File: config.mk
export PLATFORM = sky130hd
export DESIGN_NAME = insn_framer
export DESIGN_NICKNAME = d
export VERILOG_FILES = /design/src/rtl/insn_framer_pkg.sv /design/src/rtl/insn_opclass.sv /design/src/rtl/insn_addr_track.sv /design/src/rtl/insn_framer.sv
export SDC_FILE = /design/constraint.sdc
export NUM_CORES = 1
export LEC_CHECK = 0
export ABC_AREA = 1
export BUFFER_PORTS_ARGS = -buffer_cell sky130_fd_sc_hd__buf_2
export CAP_MARGIN = 10
export CORE_ASPECT_RATIO = 1.75
export CORE_MARGIN = 4
export CORE_UTILIZATION = 58
export DETAILED_ROUTE_END_ITERATION = 10
export PLACE_DENSITY = 0.85
export SYNTH_ARGS = -nofsm -noshare
export SYNTH_HDL_FRONTEND = slang
export SYNTH_HIERARCHICAL = 1
export SYNTH_SLANG_ARGS = --single-unit
File: constraint.sdc
create_clock -name clk -period 5.1 [get_ports clk]
set_input_delay 1.02 -clock clk [delete_from_list [all_inputs] [get_ports clk]]
set_output_delay 1.02 -clock clk [all_outputs]
set_load 0.01 [all_outputs]
File: src/rtl/insn_framer_pkg.sv
// Shared types for the opcode stream framer.
// Page codes are visible at the descriptor port, so their values are fixed.
package insn_framer_pkg;

    typedef enum logic [2:0] {
        PG_MAIN   = 3'd0,
        PG_BIT    = 3'd1,
        PG_EXT    = 3'd2,
        PG_IDX    = 3'd3,
        PG_IDXBIT = 3'd4
    } page_e;

    typedef enum logic [2:0] {
        ST_OP,
        ST_DISP,
        ST_IMLO,
        ST_IMHI,
        ST_HOLD
    } seq_state_e;

endpackage

File: src/rtl/insn_opclass.sv
// Operand classifier: for the current page and one byte, says whether the
// byte is a prefix (and which page follows), whether a displacement follows,
// how many immediate bytes follow, and whether an indexed opcode falls through.
// Assumes: the byte is an opcode position byte (not a displacement/immediate).
module insn_opclass
    import insn_framer_pkg::*;
(
    input  page_e       page_i,
    input  logic [7:0]  byte_i,
    output logic        pfx_o,
    output page_e       pfx_page_o,
    output logic        disp_o,
    output logic [1:0]  imm_cnt_o,
    output logic        fall_o
);

    logic [1:0] fx;
    logic [2:0] fy;
    logic [2:0] fz;
    logic [1:0] fp;
    logic       fq;

    assign fx = byte_i[7:6];
    assign fy = byte_i[5:3];
    assign fz = byte_i[2:0];
    assign fp = byte_i[5:4];
    assign fq = byte_i[3];

    logic [1:0] main_imm;
    logic       uses_idx;
    logic       idx_disp;
    logic       is_pfx_byte;

    // Immediate byte count of a main-page opcode.
    always_comb begin
        main_imm = 2'd0;
        if (fx == 2'd0) begin
            if (fz == 3'd0 && fy >= 3'd2)            main_imm = 2'd1;
            else if (fz == 3'd1 && !fq)              main_imm = 2'd2;
            else if (fz == 3'd2 && byte_i[5])        main_imm = 2'd2;
            else if (fz == 3'd6)                     main_imm = 2'd1;
        end else if (fx == 2'd3) begin
            if (fz == 3'd2 || fz == 3'd4)            main_imm = 2'd2;
            else if (fz == 3'd3 && fy == 3'd0)       main_imm = 2'd2;
            else if (fz == 3'd3 && (fy == 3'd2 || fy == 3'd3)) main_imm = 2'd1;
            else if (fz == 3'd5 && fq && fp == 2'd0) main_imm = 2'd2;
            else if (fz == 3'd6)                     main_imm = 2'd1;
        end
    end

    // Whether an indexed-page opcode touches the index register at all.
    always_comb begin
        uses_idx = 1'b0;
        unique case (fx)
            2'd0: uses_idx = (fz == 3'd1 && fq) ||
                             (fp == 2'd2 && fz >= 3'd1 && fz <= 3'd6) ||
                             (byte_i == 8'h34) || (byte_i == 8'h35) || (byte_i == 8'h36);
            2'd1: uses_idx = (byte_i != 8'h76) &&
                             ((fz >= 3'd4 && fz <= 3'd6) || (fy >= 3'd4 && fy <= 3'd6));
            2'd2: uses_idx = (fz >= 3'd4 && fz <= 3'd6);
            2'd3: uses_idx = (byte_i == 8'hE1) || (byte_i == 8'hE3) || (byte_i == 8'hE5) ||
                             (byte_i == 8'hE9) || (byte_i == 8'hF9);
            default: uses_idx = 1'b0;
        endcase
    end

    // Whether an indexed-page opcode needs a displacement byte.
    always_comb begin
        idx_disp = (byte_i == 8'h34) || (byte_i == 8'h35) || (byte_i == 8'h36) ||
                   (fx == 2'd2 && fz == 3'd6) ||
                   (fx == 2'd1 && byte_i != 8'h76 && (fz == 3'd6 || fy == 3'd6));
    end

    assign is_pfx_byte = (byte_i == 8'hCB) || (byte_i == 8'hED) ||
                         (byte_i == 8'hDD) || (byte_i == 8'hFD);

    // Per-page selection of the classification outputs.
    always_comb begin
        pfx_o      = 1'b0;
        pfx_page_o = PG_MAIN;
        disp_o     = 1'b0;
        imm_cnt_o  = 2'd0;
        fall_o     = 1'b0;
        unique case (page_i)
            PG_MAIN, PG_IDX: begin
                pfx_o = is_pfx_byte;
                if (byte_i == 8'hCB)      pfx_page_o = (page_i == PG_IDX) ? PG_IDXBIT : PG_BIT;
                else if (byte_i == 8'hED) pfx_page_o = PG_EXT;
                else                      pfx_page_o = PG_IDX;
                imm_cnt_o = main_imm;
                if (page_i == PG_IDX) begin
                    disp_o = idx_disp;
                    fall_o = !uses_idx;
                end
            end
            PG_EXT: begin
                imm_cnt_o = (fx == 2'd1 && fz == 3'd3) ? 2'd2 : 2'd0;
            end
            default: begin
            end
        endcase
    end

endmodule

File: src/rtl/insn_addr_track.sv
// Fetch address and instruction start tracker.
// Assumes: step is never high in the same cycle as restart (the sequencer
// stalls the byte port while a descriptor is held).
module insn_addr_track #(
    parameter int AW = 16
) (
    input  logic          clk,
    input  logic          rst_n,
    input  logic          load_en,
    input  logic [AW-1:0] load_addr,
    input  logic          step,
    input  logic          restart,
    output logic [AW-1:0] addr_o,
    output logic [AW-1:0] start_o
);

    // Fetch address: load, or advance one per accepted byte with wrap.
    always_ff @(posedge clk) begin
        if (!rst_n)       addr_o <= '0;
        else if (load_en) addr_o <= load_addr;
        else if (step)    addr_o <= addr_o + AW'(1);
    end

    // Start address: load target, or the fetch address when a descriptor retires.
    always_ff @(posedge clk) begin
        if (!rst_n)       start_o <= '0;
        else if (load_en) start_o <= load_addr;
        else if (restart) start_o <= addr_o;
    end

    a_r8_addr_step: assert property (@(posedge clk) disable iff (!rst_n)
        (step && !load_en) |=> (addr_o == AW'($past(addr_o) + AW'(1))))
        else $error("a_r8_addr_step");

endmodule

File: src/rtl/insn_framer.sv
// Opcode stream framer top: collects prefixes, opcode, displacement and
// immediates into one descriptor, held until acknowledged.
// Assumes: one byte per cycle at most; the consumer acknowledges with desc_ack.
module insn_framer
    import insn_framer_pkg::*;
#(
    parameter int AW    = 16,
    parameter int LEN_W = 4
) (
    input  logic             clk,
    input  logic             rst_n,
    input  logic             load_en,
    input  logic [AW-1:0]    load_addr,
    input  logic             in_valid,
    input  logic [7:0]       in_byte,
    output logic             in_ready,
    input  logic             desc_ack,
    output logic             desc_valid,
    output logic             desc_done,
    output logic [AW-1:0]    desc_start,
    output logic [LEN_W-1:0] desc_len,
    output logic [2:0]       desc_page,
    output logic             desc_iy,
    output logic [7:0]       desc_op,
    output logic [1:0]       desc_x,
    output logic [2:0]       desc_y,
    output logic [2:0]       desc_z,
    output logic [1:0]       desc_p,
    output logic             desc_q,
    output logic [7:0]       desc_disp,
    output logic [15:0]      desc_imm,
    output logic             desc_fall
);

    localparam logic [LEN_W-1:0] LEN_MAX = {LEN_W{1'b1}};

    seq_state_e        state;
    page_e             page_q;
    logic              iy_q;
    logic [7:0]        op_q;
    logic [7:0]        disp_q;
    logic [15:0]       imm_q;
    logic [1:0]        imm_cnt_q;
    logic              fall_q;
    logic [LEN_W-1:0]  len_q;
    logic              done_q;
    logic              accept;
    logic              retire;

    logic              c_pfx;
    page_e             c_pfx_page;
    logic              c_disp;
    logic [1:0]        c_imm_cnt;
    logic              c_fall;
    logic [AW-1:0]     fetch_addr;

    assign in_ready = (state != ST_HOLD);
    assign accept   = in_valid && in_ready;
    assign retire   = (state == ST_HOLD) && desc_ack;

    insn_opclass u_class (
        .page_i     (page_q),
        .byte_i     (in_byte),
        .pfx_o      (c_pfx),
        .pfx_page_o (c_pfx_page),
        .disp_o     (c_disp),
        .imm_cnt_o  (c_imm_cnt),
        .fall_o     (c_fall)
    );

    insn_addr_track #(.AW(AW)) u_addr (
        .clk       (clk),
        .rst_n     (rst_n),
        .load_en   (load_en),
        .load_addr (load_addr),
        .step      (accept),
        .restart   (retire),
        .addr_o    (fetch_addr),
        .start_o   (desc_start)
    );

    // Sequencer: walks prefix, opcode, displacement and immediate bytes.
    always_ff @(posedge clk) begin
        if (!rst_n || load_en || retire) begin
            state     <= ST_OP;
            page_q    <= PG_MAIN;
            iy_q      <= 1'b0;
            op_q      <= '0;
            disp_q    <= '0;
            imm_q     <= '0;
            imm_cnt_q <= '0;
            fall_q    <= 1'b0;
            len_q     <= '0;
            done_q    <= 1'b0;
        end else begin
            done_q <= 1'b0;
            if (accept) begin
                len_q <= (len_q == LEN_MAX) ? len_q : len_q + 1'b1;
                unique case (state)
                    ST_OP: begin
                        if (page_q == PG_IDXBIT) begin
                            op_q   <= in_byte;
                            state  <= ST_HOLD;
                            done_q <= 1'b1;
                        end else if (c_pfx) begin
                            page_q <= c_pfx_page;
                            iy_q   <= (c_pfx_page == PG_IDX)    ? in_byte[5] :
                                      (c_pfx_page == PG_IDXBIT) ? iy_q : 1'b0;
                            if (c_pfx_page == PG_IDXBIT) state <= ST_DISP;
                        end else begin
                            op_q      <= in_byte;
                            fall_q    <= c_fall;
                            imm_cnt_q <= c_imm_cnt;
                            if (c_disp)                 state <= ST_DISP;
                            else if (c_imm_cnt != 2'd0) state <= ST_IMLO;
                            else begin
                                state  <= ST_HOLD;
                                done_q <= 1'b1;
                            end
                        end
                    end
                    ST_DISP: begin
                        disp_q <= in_byte;
                        if (page_q == PG_IDXBIT)         state <= ST_OP;
                        else if (imm_cnt_q != 2'd0)      state <= ST_IMLO;
                        else begin
                            state  <= ST_HOLD;
                            done_q <= 1'b1;
                        end
                    end
                    ST_IMLO: begin
                        imm_q[7:0] <= in_byte;
                        if (imm_cnt_q == 2'd2) state <= ST_IMHI;
                        else begin
                            state  <= ST_HOLD;
                            done_q <= 1'b1;
                        end
                    end
                    ST_IMHI: begin
                        imm_q[15:8] <= in_byte;
                        state       <= ST_HOLD;
                        done_q      <= 1'b1;
                    end
                    default: begin
                    end
                endcase
            end
        end
    end

    assign desc_valid = (state == ST_HOLD);
    assign desc_done  = done_q;
    assign desc_len   = len_q;
    assign desc_page  = page_q;
    assign desc_iy    = iy_q;
    assign desc_op    = op_q;
    assign desc_x     = op_q[7:6];
    assign desc_y     = op_q[5:3];
    assign desc_z     = op_q[2:0];
    assign desc_p     = op_q[5:4];
    assign desc_q     = op_q[3];
    assign desc_disp  = disp_q;
    assign desc_imm   = imm_q;
    assign desc_fall  = fall_q;

    a_r9_hold_stable: assert property (@(posedge clk) disable iff (!rst_n)
        (desc_valid && !desc_ack && !load_en) |=>
            (desc_valid && $stable(desc_op) && $stable(desc_start) && $stable(desc_imm)))
        else $error("a_r9_hold_stable");

    a_r9_done_once: assert property (@(posedge clk) disable iff (!rst_n)
        desc_done |=> !desc_done)
        else $error("a_r9_done_once");

    a_r8_next_start: assert property (@(posedge clk) disable iff (!rst_n)
        (desc_valid && desc_ack && !load_en) |=>
            (desc_start == AW'($past(desc_start) + AW'($past(desc_len)))))
        else $error("a_r8_next_start");

    a_r3_idxbit_len: assert property (@(posedge clk) disable iff (!rst_n)
        (desc_valid && desc_page == 3'd4) |-> (desc_len >= LEN_W'(4)))
        else $error("a_r3_idxbit_len");

endmodule

* Yosys cells after proc, flatten, opt, wreduce, memory -nomap -nowiden
Cells that the tools add are included.
** Storage, ports and cells
- Output and inout port bits :: 71
- Bits in latches :: 0
- RAM bits :: 0
- Memories kept :: 0
- Input port bits :: 29
- ROM bits :: 0
- Register bits after elaboration :: 79
** Operators by class
- Equal/unequal tests :: 41
- $add $sub $neg :: 2
- $lt $le $gt $ge :: 6
- Div/mod/pow operators :: 0
- Reductions and logical operators :: 65
- Multiply operators :: 0
- Bitwise gates (word level) :: 4
- Shift operators :: 0
- Muxes and demuxes :: 47
** Operators by type and width (number)
- $eq A8 B8 Y1 const B :: 9
- $mux W16 :: 4
- $mux W3 :: 11
- $eq A3 B2 Y1 const B :: 9
- $eq A8 B6 Y1 const B :: 3
- $eq A3 B3 Y1 const B :: 7
- $logic_or A1 B1 Y1 :: 21
- $mux W2 :: 10
- $logic_and A1 B1 Y1 :: 19
- $add A16 B1 Y16 const B :: 1
- $mux W1 :: 16
- $mux W8 :: 2
- $logic_not A3 Y1 :: 4
- $pmux W3 S4 :: 1
- $eq A2 B2 Y1 const B :: 4
- $ne A8 B7 Y1 const B :: 1
- $pmux W1 S4 :: 2
- $reduce_and A2 Y1 :: 4
- $reduce_and A4 Y1 :: 2
- $reduce_bool A2 Y1 :: 4
- $eq A3 B1 Y1 const B :: 2
- $ge A3 B3 Y1 const B :: 2
- $le A3 B3 Y1 const B :: 2
- $reduce_and A3 Y1 :: 2
- other kinds (16) :: 23

* Depth between registers and ports, before layout
- Depth in word-level cells :: 16
- Gate-level depth with buffers :: 15

* By module
Netlist, hierarchy kept.
** By module, submodules not included
- insn_framer :: area each 2090.8 µm², times used 1, cells each 269, sequential area each 940.9 µm²
- insn_addr_track :: area each 1816.7 µm², times used 1, cells each 273, sequential area each 640.6 µm²
- insn_opclass :: area each 415.4 µm², times used 1, cells each 95, sequential area each 0.0 µm²

* Worst setup path after synthesis
No wires, ideal clock.
- Path type :: input to register
- From :: input in_byte[5]
- To :: register state[1]
- Setup slack :: 2.605 ns
- Library setup time :: 0.112 ns
- Stages :: 10
- Data arrival time :: 2.384 ns
- Path buffers :: 0
- Path through :: nor2_1 nand4_1 a21oi_1 inv_1 a21oi_1 nand2_1 nand2_1 nand2_1 nand2_1 nor2_1
** RTL lines
- start, declared :: line insn_framer.sv:15 : input logic [7:0] in_byte,
- $eq A8 B8 Y1 :: line insn_opclass.sv:74 : assign is_pfx_byte = (byte_i == 8'hCB) || (byte_i == 8'hED) ||
- $logic_or A1 B1 Y1 (2 in a row) :: line insn_opclass.sv:74
- $logic_or A1 B1 Y1 * :: line insn_opclass.sv:75 : (byte_i == 8'hDD) || (byte_i == 8'hFD);
- $mux W1 * :: line insn_opclass.sv:84 : unique case (page_i)
- via c_pfx :: line insn_framer.sv:50 : logic c_pfx;
- $mux W3 :: line insn_framer.sv:105 : end else if (c_pfx) begin
- $mux W3 :: line insn_framer.sv:101 : if (page_q == PG_IDXBIT) begin
- $pmux W3 S4 :: line insn_framer.sv:99 : unique case (state)
- end signal, assigned :: line insn_framer.sv:103 : state <= ST_HOLD;
- end signal, assigned :: line insn_framer.sv:109 : if (c_pfx_page == PG_IDXBIT) state <= ST_DISP;
- end signal, assigned :: line insn_framer.sv:114 : if (c_disp) state <= ST_DISP;
- end, declared :: line insn_framer.sv:37 : seq_state_e state;
Mark *: on every way through the listed nets, which the timed path passes. The rest lies on a longest branch.
A chain may end at the register's enable or synchronous reset.

* Worst setup path in the final report
Same ends and word-level chain as after synthesis.

==> qor.txt <==
most common library cells after synthesis: nand2_1, inv_1, dfxtp_1
CTS tree: done
Multi-input gate area: 2120 um^2
Port-buffer cells: 99
# IOs: 100
area leader, netlist: dfxtp_1
Fin Setup TNS: 0 ns
Power Total: 1.46 mW
RSZ-0062 raised after global routing: no
Via density: 5.42
Crit. End Element: register
fill cell count: 632
core area: 7230 um^2
CTS buffer count: 9
quantity of gates resized following cts: 0
Pwr Density: 293 nW/um^2
Hold Path Sink: desc_len[2]
Syn Area/Cell: 6.79 um^2
CTS root buf: clkbuf_16
# setup viols final: 0
Distinct cells, synth: 38
crit path DAT: 2.89 ns
syn_nets: 668
hold path depth: 2
share of cells above drive strength 1: 21.5%
fin crit period: 2.66 ns
CTS Hold Bufs: 0
Slew Limit Fails: 0
Fin. Hold Viols: 0
end of the worst register-to-register path: state[1]
Vias: 4,387
Layout area overhead: 15.3%
combinational share of power: 13.1%
Cell Int Power: 1.04 mW
WP buf/inv: 2
CP top delay family: simple AND/OR/NAND/NOR gates
total gr overflow: 0
Initial Utilization: 59.8%
fin nets: 750
Cell Rows: 41
dpl hpwl: 8710 um
# diodes: 0
dominant synthesized flop cell: dfxtp_1
gp weighted congestion: 0.908
count leader, synth: nand2_1
worst-path cell chain: buf_2, nor2_1, nand4_1, a21oi_1, inv_1, a21oi_1, nand2_1, nand2_1, nand2_1, nand2_1, nor2_1
number of antenna violations at the first check in global routing: 0
Mapped Cells: 637
Critical R2R Launch: desc_page[2]
CP max stage cell: nor2_1
CTS Sinks: 79
Synth Register Bits: 79
DR WL/cell: 14.1 um
Max Fclk: 0.375 GHz
H-Tree Depth: 3
Post-CTS Repair Setup Buffers: 0
die width: 73.3 um
largest net degree at the start of global routing: 47
initial DRC count: 322
clock group share of total power: 41.9%
die height: 122 um
R2R Setup Slk: 2.85 ns
vias in the first global route: 4,185
GRT Overall Usage: 26.0%
Worst-Margin Slew: 0.765 ns
status: finished, final reports clean
worst slew margin relative to its limit: 49.0%
switch share: 28.6%
Routed Antenna Nets: 0
Hold Startpoint: desc_len[2]
sequential cell area: 1580 um^2
sequential-to-total area share from yosys stat: 36.6%
Yosys top cell area share: 36.6%
Critical Path RT: 5.33 ns
Worst-Skew Late Latency: 0.33 ns
CTS Buffer Depth: 2
worst-case reg-to-reg path depth: 11
max capacitance violation total: 0
largest fanout on the critical path: 9
period utilization: 52.2%
type of the worst min-delay path: register to register
CP startpoint kind: input pin
drt total wl: 11,500 um
Cell Area, Synth: 4320 um^2
Net Sw Power: 419 uW
Clock Pin Slew Worst Setup and Hold Paths: 0.06 ns
Clock Skews: 0.00493 ns
DRC violations left: 0
CP max stage delay: 0.34 ns
Die ar.: 8950 um^2
main area contributors after synthesis: dfxtp_1, nand2_1, inv_1
Synth async-reset ratio: 0%
first-pass GRT wire length: 18,400 um
critical path type: input pin to register
synth warn: 6
maximum VDD drop: 0.000263 V
Leak: 2.54 nW
part of the power in registers: 45.1%
DRT Pass-1 Iters: 6
EDFF count, synth: 0
most frequent CP cell: nand2_1
[cell families after synthesis]
| logic type | share of synthesized area [%] |
|---|---|
| buf+inv | 14.4 |
| fa+ha+maj | 0.579 |
| xor+xnor | 0.203 |
| compound gates | 20.7 |
| flops | 36.6 |
| simple gates | 27.6 |
[worst max path at each step]
| stage | slack [ns] | start | endpoint | cells after the start |
|---|---|---|---|---|
| finish | 2.44 | in_byte[5] | state[1] | 11 |
| floorplan | 2.60 | in_byte[5] | state[1] | 10 |
| global route | 2.24 | in_byte[5] | state[1] | 11 |
| global placement | 2.18 | in_byte[5] | state[0] | 11 |
| detailed placement | 2.13 | in_byte[5] | state[1] | 11 |
| CTS | 2.46 | in_byte[5] | state[1] | 11 |
[placed cells by master, fill, tap and decap left out, drive strengths merged]
cell,n
clkbuf,9
o21bai,1
clkinv,5
inv,105
nand3b,3
xor2,1
o21ai,76
nand2,125
nor3,6
o21a,9
o211ai,3
or3,1
a31oi,3
nor2,89
a21boi,1
buf,99
nand4,2
ha,2
a211oi,1
o221ai,7
dfxtp,79
a21oi,50
or2,2
nand3,45
[worst reg2reg max path, stage by stage, from the launching register on]
cell and delay [ns]:
dfxtp_1 0.37, or2_2 0.32, o21ai_1 0.21, inv_1 0.12
a21oi_1 0.27, inv_1 0.12, a21oi_1 0.32, nand2_1 0.12
nand2_1 0.13, nand2_1 0.06, nand2_1 0.06, nor2_1 0.05
[registers in the layout, indices dropped and copies added (netlist names)]
| register | flops |
|---|---|
| state | 3 |
| desc_done | 1 |
| desc_page | 3 |
| desc_imm | 16 |
| u_addr/addr_o | 16 |
| desc_disp | 8 |
| desc_op | 8 |
| desc_iy | 1 |
| desc_fall | 1 |
| desc_len | 4 |
| u_addr/start_o | 16 |
| imm_cnt_q | 2 |
[power groups by stage]
stage	clock, mW	combinational (mW)	sequential [mW]
2_1_floorplan	0	0.132	0.677
3_3_place_gp	0	0.185	0.672
3_5_place_dp	0	0.189	0.673
4_1_cts	0.620	0.190	0.659
5_1_grt	0.646	0.215	0.662
6_report	0.612	0.191	0.659
[final cells by class]
| cell class | instances | area share (%) |
|---|---|---|
| multi-input cells | 427 | 42.5 |
| flip-flops and latches | 79 | 31.7 |
| repair buffers | 99 | 9.94 |
| inverters | 103 | 7.83 |
| clock buffers | 9 | 4.52 |
| well taps | 86 | 2.16 |
| clock inverters | 7 | 1.30 |
[stage by stage]
stage / utilization, % / worst slack (ns) / area, um^2 / hold slack (ns) / cells
floorplan: - / 2.60 / 4320 / 0.484 / 637
global placement: 64.9 / 2.18 / 4700 / 0.475 / 794
detailed placement: 64.9 / 2.13 / 4700 / 0.481 / 794
CTS: 68.9 / 2.46 / 4990 / 0.490 / 810
global route: 68.9 / 2.24 / 4990 / 0.507 / 810
finish: 68.9 / 2.44 / 4990 / 0.492 / 810
[routing by layer]
layer  GRT usage (%)  vias up  wire [um]
met3            5.12       40        662
met4            12.6        0        394
met5               0        -          0
li1                -     2202          -
met1            26.5     1982       4110
met2            48.5      163       6290
No activity file was read; power rests on OpenSTA's default activity.
